### src/rtl/lane_scr_pkg.sv
package lane_scr_pkg;
  typedef enum logic { MODE_SCR = 1'b0, MODE_DESCR = 1'b1 } scr_mode_e;
endpackage

### src/rtl/lane_scr_gate.sv
// Per-half control: start tracking, bypass capture, transfer detection.
module lane_scr_gate (
  input  logic clk,
  input  logic rst_n,
  input  logic in_valid,
  input  logic out_ready,
  input  logic start,
  input  logic byp_req,
  output logic fire,
  output logic scr_on,
  output logic byp
);
  logic live_q, byp_q, stalled;

  assign fire    = in_valid && out_ready;
  assign stalled = in_valid && !out_ready;

  always_ff @(posedge clk) begin
    if (!rst_n) begin
      live_q <= 1'b0;
      byp_q  <= 1'b0;
    end else begin
      if (fire && start) live_q <= 1'b1;
      if (!stalled)      byp_q  <= byp_req;
    end
  end

  assign scr_on = live_q || start;
  assign byp    = byp_q;
endmodule

### src/rtl/lane_scr_lfsr.sv
// Octet-wide self-synchronous LFSR, MSB first; MODE picks the feedback source.
module lane_scr_lfsr import lane_scr_pkg::*; #(
  parameter int        W    = 8,
  parameter int        LEN  = 15,
  parameter int        TAP  = 14,
  parameter scr_mode_e MODE = MODE_SCR
) (
  input  logic         clk,
  input  logic         rst_n,
  input  logic         adv,
  input  logic         byp,
  input  logic [W-1:0] din,
  output logic [W-1:0] dout
);
  localparam logic [LEN-1:0] INIT = (MODE == MODE_SCR) ? {LEN{1'b1}} : {LEN{1'b0}};

  logic [LEN-1:0] st_q, st_d;

  always_comb begin
    logic [LEN-1:0] s;
    logic           fb, o, line;
    s    = st_q;
    dout = '0;
    for (int i = W - 1; i >= 0; i--) begin
      fb      = s[TAP-1] ^ s[LEN-1];
      o       = din[i] ^ fb;
      dout[i] = o;
      // the register always follows the bits on the line
      line    = (MODE == MODE_SCR && !byp) ? o : din[i];
      s       = {s[LEN-2:0], line};
    end
    st_d = s;
  end

  always_ff @(posedge clk) begin
    if (!rst_n)   st_q <= INIT;
    else if (adv) st_q <= st_d;
  end
endmodule

### src/rtl/lane_scr_path.sv
// One direction: gate + LFSR + output select, combinational valid/ready.
module lane_scr_path import lane_scr_pkg::*; #(
  parameter int        W    = 8,
  parameter int        LEN  = 15,
  parameter int        TAP  = 14,
  parameter scr_mode_e MODE = MODE_SCR
) (
  input  logic         clk,
  input  logic         rst_n,
  input  logic         bypass,
  input  logic         in_valid,
  output logic         in_ready,
  input  logic [W-1:0] in_data,
  input  logic         in_start,
  output logic         out_valid,
  input  logic         out_ready,
  output logic [W-1:0] out_data
);
  logic         fire, scr_on, byp;
  logic [W-1:0] mixed;

  lane_scr_gate i_gate (
    .clk(clk), .rst_n(rst_n), .in_valid(in_valid), .out_ready(out_ready),
    .start(in_start), .byp_req(bypass), .fire(fire), .scr_on(scr_on), .byp(byp)
  );

  lane_scr_lfsr #(.W(W), .LEN(LEN), .TAP(TAP), .MODE(MODE)) i_lfsr (
    .clk(clk), .rst_n(rst_n), .adv(fire && scr_on), .byp(byp),
    .din(in_data), .dout(mixed)
  );

  assign out_data  = (scr_on && !byp) ? mixed : in_data;
  assign out_valid = in_valid;
  assign in_ready  = out_ready;
endmodule

### src/rtl/lane_scrambler_pair.sv
module lane_scrambler_pair import lane_scr_pkg::*; #(
  parameter int W   = 8,
  parameter int LEN = 15,
  parameter int TAP = 14
) (
  input  logic         clk,
  input  logic         rst_n,
  input  logic         tx_bypass,
  input  logic         tx_in_valid,
  output logic         tx_in_ready,
  input  logic [W-1:0] tx_in_data,
  input  logic         tx_in_start,
  output logic         tx_out_valid,
  input  logic         tx_out_ready,
  output logic [W-1:0] tx_out_data,
  input  logic         rx_bypass,
  input  logic         rx_in_valid,
  output logic         rx_in_ready,
  input  logic [W-1:0] rx_in_data,
  input  logic         rx_in_start,
  output logic         rx_out_valid,
  input  logic         rx_out_ready,
  output logic [W-1:0] rx_out_data
);
  lane_scr_path #(.W(W), .LEN(LEN), .TAP(TAP), .MODE(MODE_SCR)) i_tx (
    .clk(clk), .rst_n(rst_n), .bypass(tx_bypass),
    .in_valid(tx_in_valid), .in_ready(tx_in_ready), .in_data(tx_in_data),
    .in_start(tx_in_start), .out_valid(tx_out_valid), .out_ready(tx_out_ready),
    .out_data(tx_out_data)
  );

  lane_scr_path #(.W(W), .LEN(LEN), .TAP(TAP), .MODE(MODE_DESCR)) i_rx (
    .clk(clk), .rst_n(rst_n), .bypass(rx_bypass),
    .in_valid(rx_in_valid), .in_ready(rx_in_ready), .in_data(rx_in_data),
    .in_start(rx_in_start), .out_valid(rx_out_valid), .out_ready(rx_out_ready),
    .out_data(rx_out_data)
  );
endmodule

### config.mk
export PLATFORM = sky130hd
export DESIGN_NAME = lane_scrambler_pair
export DESIGN_NICKNAME = d
export VERILOG_FILES = /design/src/rtl/lane_scr_pkg.sv /design/src/rtl/lane_scr_gate.sv /design/src/rtl/lane_scr_lfsr.sv /design/src/rtl/lane_scr_path.sv /design/src/rtl/lane_scrambler_pair.sv
export SDC_FILE = /design/constraint.sdc
export NUM_CORES = 1
export LEC_CHECK = 0
export ABC_AREA = 1
export BUFFER_PORTS_ARGS = -buffer_cell sky130_fd_sc_hd__buf_2
export CORE_MARGIN = 5
export CORE_UTILIZATION = 50
export CTS_BUF_LIST = sky130_fd_sc_hd__clkbuf_4
export CTS_CLUSTER_SIZE = 20
export DETAILED_ROUTE_END_ITERATION = 16
export PLACE_DENSITY = 0.79
export SYNTH_ARGS = -nofsm -noshare
export SYNTH_HDL_FRONTEND = slang
export SYNTH_HIERARCHICAL = 1
export SYNTH_SLANG_ARGS = --single-unit
### constraint.sdc
create_clock -name clk -period 1.7 [get_ports clk]
set_input_delay 0.34 -clock clk [delete_from_list [all_inputs] [get_ports clk]]
set_output_delay 0.34 -clock clk [all_outputs]
set_load 0.02 [all_outputs]
# ---- Word-level counts from Yosys, hierarchy flattened
# Index checks and enable logic that the tools add are counted.
dict set report totals {
  ramBits 0
  memories 0
  rom_bits 0
  ff_bits 34
  latchBits 0
  out_inout_bits 20
}
dict set report op_classes {
  add_sub_neg 0
  n_div 0
  eq_ne 0
  n_mul 0
  n_reduce_logical 16
  mux 10
  n_bitwise 32
  order_cmp 0
  n_shift 0
}
# cell n
set ops {}
lappend ops {{$xor 1x1->1} 32}
lappend ops {{$mux 8} 2}
lappend ops {{$logic_and 1x1->1} 10}
lappend ops {{$mux 1} 8}
lappend ops {{$logic_not 1->1} 4}
lappend ops {{$logic_or 1x1->1} 2}

# ---- Longest topological paths before layout
dict set report depth {
  depth_word 3
  ltp_mapped 9
}

# ---- Cells and area by module
# Netlist, hierarchy kept.
# mod seq_area_each_um2 cells_per_inst area_each_um2 instances
set modules_own_cells {}
lappend modules_own_cells {{lane_scr_lfsr at i_tx.i_lfsr} 300.3 141 849.6 1}
lappend modules_own_cells {{lane_scr_lfsr at i_rx.i_lfsr} 300.3 129 769.5 1}
lappend modules_own_cells {lane_scr_path 0.0 31 148.9 2}
lappend modules_own_cells {lane_scr_gate 40.0 14 95.1 2}

# ---- Least setup slack after synthesis
# OpenSTA, ideal clock, no wires.
dict set report synth_path {
  kind {input port to output port}
  from {input port rx_in_start}
  to {output port rx_out_data[0]}
  slack_ns 0.372
  arrival_time_ns 0.988
  t_required_ns 1.360
  path_stages 5
  path_cell_list {or2_4 -> buf_6 -> nand2_4 -> nand2_1 -> nand2_1}
}
dict set report synth_between {
  elab_chain_cells 3
}
# element line_no
set synth_rtl {}
lappend synth_rtl {{start, declared} lane_scrambler_pair.sv:20} ;# input logic rx_in_start,
lappend synth_rtl {{$logic_or 1x1->1} lane_scr_gate.sv:28} ;# assign scr_on = live_q || start;
lappend synth_rtl {{$logic_and 1x1->1} lane_scr_path.sv:32} ;# assign out_data = (scr_on && !byp) ? mixed : in_data;
lappend synth_rtl {{$mux 8} lane_scr_path.sv:32}
lappend synth_rtl {{end, declared} lane_scrambler_pair.sv:23} ;# output logic [W-1:0] rx_out_data
# No other way between the ends.

# ---- Worst setup path in the final report
dict set report layout_path {
  from {register i_rx.i_gate.live_q}
  to {output port rx_out_data[2]}
}
dict set report layout_between {
  elab_chain_cells 3
}
# element line_no
set layout_rtl {}
lappend layout_rtl {{start, declared} lane_scr_gate.sv:13} ;# logic live_q, byp_q, stalled;
lappend layout_rtl {{start signal, assigned} lane_scr_gate.sv:20} ;# live_q <= 1'b0;
lappend layout_rtl {{start signal, assigned} lane_scr_gate.sv:23} ;# if (fire && start) live_q <= 1'b1;
lappend layout_rtl {{$logic_or 1x1->1} lane_scr_gate.sv:28}
lappend layout_rtl {{net i_rx.scr_on} lane_scr_path.sv:19} ;# logic fire, scr_on, byp;
lappend layout_rtl {{$logic_and 1x1->1} lane_scr_path.sv:32}
lappend layout_rtl {{$mux 8} lane_scr_path.sv:32}
# The timed path passes the listed nets, and every way through them passes these cells.

==> impl_metrics.toml <==
[synth]
synth_seq_area_share_pct = 32.30
synth_top_family_by_area = "simple AND/OR/NAND/NOR gates"
synthMuxAreaShare_pct = 0
synth_compound_area_share_pct = 11.52
synth_area_leaders = "dfxtp_1 32%, nand2_1 24%, nand3_1 10%"
synthesis.nets = 386
syn_inst = 360
synth_area_per_cell_sq_um = 5.853
synth.distinct_cells = 16
synth_top_area_cell = "dfxtp_1"
synth-simple-area-share_pct = 42.76
synth_most_common_cell = "nand2_1"
async_flop_share_pct = 0
synthTopCellsByCount = "134 x nand2_1, 44 x inv_1, 42 x nand3_1"
synth_adder_area_share_pct = 0
netlist_area_sq_um = 2107
synth_xor_area_share_pct = 0
yosys_warnings = 6
synth_edf_count = 0
yosysTopAreaCellShare_pct = 32.30
ys.flop_type = "dfxtp_1"
ys_ff_latch = 34

[die]
die_height_microns = 74.92
start_util_pct = 52.30
die_width_microns = 74.92
num_rows = 23
core-area_sq_um = 4029
dieArea_sq_um = 5612
num_io_pins = 46

[global_routing]
grt_pass1_vias = 2039
grt_max_degree = 20
grt_antenna_before_repair = 0
grt_pass1_wl_mm = 8.818
grt-ovfl-total = 0
track_usage_pct = 19.94

[clock_tree]
cts_root_buffer = "clkbuf_4"
clk_pin_slew_ps = 100
clock-sinks = 34
cts_buffers = 5
cts_tree = "yes"
clk_latency_ps = 330
cts.path.max_buffers = 2
htreeDepth = 2

[critical_path]
rrSetupSlack_ps = 300
cp_top_family = "simple AND/OR/NAND/NOR gates"
cp_slowest_cell = "dfxtp_2"
crit_path_start_kind = "register"
worst_path_most_repeated_cell = "nand2_1"
reg2regPathDepth = 6
path_cells = "or2_4, nand2_8, nand2_1, nand2_1, buf_6"
cp-end-kind = "output pin"
crit_type = "reg2out"
slowest_delay_ps = 340
cp.depth = 5
critPathMaxFanout = 8
worstPathRequired_ps = 1360
worstReg2RegStart = "i_rx/i_gate/live_q"
crit_buf_inv = 1
cp.arrival_ps = 1340
reg2reg_to = "i_rx/i_lfsr/st_q[12]"

[power]
seqPwrFrac_pct = 46.0
p_leak_nw = 1.454
switching_power_mw = 0.6763
p_comb_share_pct = 32.2
swShare_pct = 35.15
p_int_mw = 1.247
peakVddDrop_uv = 558.8
clkPwrFrac_pct = 21.8
powerDensity_nw_per_um2 = 732.5

[final_layout]
utilization_pct = 65.19
diodes = 0
nNetsFinal = 433
drive_gt1_share_pct = 31.37
design_area_sq_um = 2626
layout.cells.non_filler = 458
syn_to_final_growth_pct = 24.64

[sta]
fmax_ghz = 0.5964
finalHoldViolations = 0
rsz0062_at_grt = "yes"
fin_crit_ps = 1677
fin_skew_ps = 6.034
slew_violations = 0
setup_slack_ps = 23.29
slew_headroom_pct = 68.74
setup_violations = 0
whs_ps = 224.2
finalCritPeriodShare_pct = 98.63
worstMarginPinSlew_ps = 468.4

[routing]
via_per_inst = 5.057
vias = 2316
wire_per_inst_microns = 11.71
drc = 0
wirelength_mm = 5.362
ant_nets = 0
first_iter_violations = 170
first_pass_iters = 4

[min_path]
hold_end = "i_tx/i_gate/byp"
hold_start = "tx_bypass"
holdPathStages = 3
hold_class = "in2reg"

[placement]
dpl.cell_count = 446
place_area_sq_um = 2322
gp_congestion = 0.8410
place_ws_ps = 203.4
io_buffers = 45
dpl.hpwl_mm = 3.761

[run]
cap_violations = 0

[outcome]
status = "finished clean"
final cells by class:
| type | count | area [sq um] |
|---|---|---|
| tap | 50 | 62.56 |
| clock inverter | 3 | 11.26 |
| sequential | 34 | 704.4 |
| multi-input combinational | 267 | 1264 |
| clock buffer | 5 | 37.54 |
| inverter | 48 | 180.2 |
| fill | 365 | 1403 |
| timing repair buffer | 51 | 366.6 |
timing repair:
| item | 4_1_cts | 5_1_grt |
|---|---|---|
| gates cloned | 1 | 1 |
| buffers inserted | 0 | 2 |
| resized for setup | 9 | 83 |
| endpoints found under the setup margin | 16 | 16 |
| hold buffers | 0 | 0 |
| pin swaps | 3 | 16 |
metrics by stage:
stage / power (mW) / setup TNS (ps)
after floorplan: 1.255 / 0
after global placement: 1.387 / 0
after detailed placement: 1.399 / 0
after CTS: 1.826 / 0
after global routing: 2.044 / -603.0
final: 1.924 / 0
layer usage:
layer / track usage, % / up-vias / part of all wire, %
met2: 30.85 / 63 / 43
li1: - / 1218 / -
met3: 4.406 / 8 / 6.5
met1: 27.61 / 1027 / 49
met4: 6.324 / 0 / 1.3
met5: 0 / - / 0
power by group through the flow:
stage	logic, mW	registers [mW]	clock network, mW
after global routing	0.691	0.891	0.463
final	0.620	0.884	0.419
after CTS	0.522	0.875	0.429
after floorplan	0.371	0.884	0
after detailed placement	0.506	0.892	0
after global placement	0.496	0.891	0
kinds of logic (layout without fill, tap and decap cells):
family                 Yosys count  after routing
flip-flops                      34             34
buffers and inverters           61            107
AO/OA/AOI/OAI                   47             47
AND/OR/NAND/NOR                218            220
worst max path at each step:
stage                     end                 start  slack [ps]
6_report       rx_out_data[2]    i_rx/i_gate/live_q          20
5_1_grt        rx_out_data[2]    i_rx/i_gate/live_q         -60
4_1_cts        tx_out_data[7]  i_tx/i_lfsr/st_q[13]         0.1
3_5_place_dp   tx_out_data[3]           tx_in_start         200
3_3_place_gp   tx_out_data[3]           tx_in_start         210
2_1_floorplan  rx_out_data[0]           rx_in_start         370
flip-flops by register name (all words and copies together) (netlist names):
name                count
i_tx/i_lfsr/st_q       15
i_rx/i_gate/live_q      1
i_tx/i_gate/byp         1
i_rx/i_lfsr/st_q       15
i_tx/i_gate/live_q      1
i_rx/i_gate/byp         1
worst min-delay path: stages:
cell and delay, ps:
buf_2 70, a21oi_1 30, nor2_1 80
placed cells by master (no fill, tap or decap), drive strengths merged:
| master | n |
|---|---|
| dfxtp | 34 |
| o21ai | 22 |
| nand2 | 138 |
| clkinv | 3 |
| or2 | 4 |
| buf | 51 |
| inv | 48 |
| nand3 | 42 |
| nor2 | 36 |
| a21oi | 25 |
| clkbuf | 5 |
No activity file was read; power rests on OpenSTA's default activity.
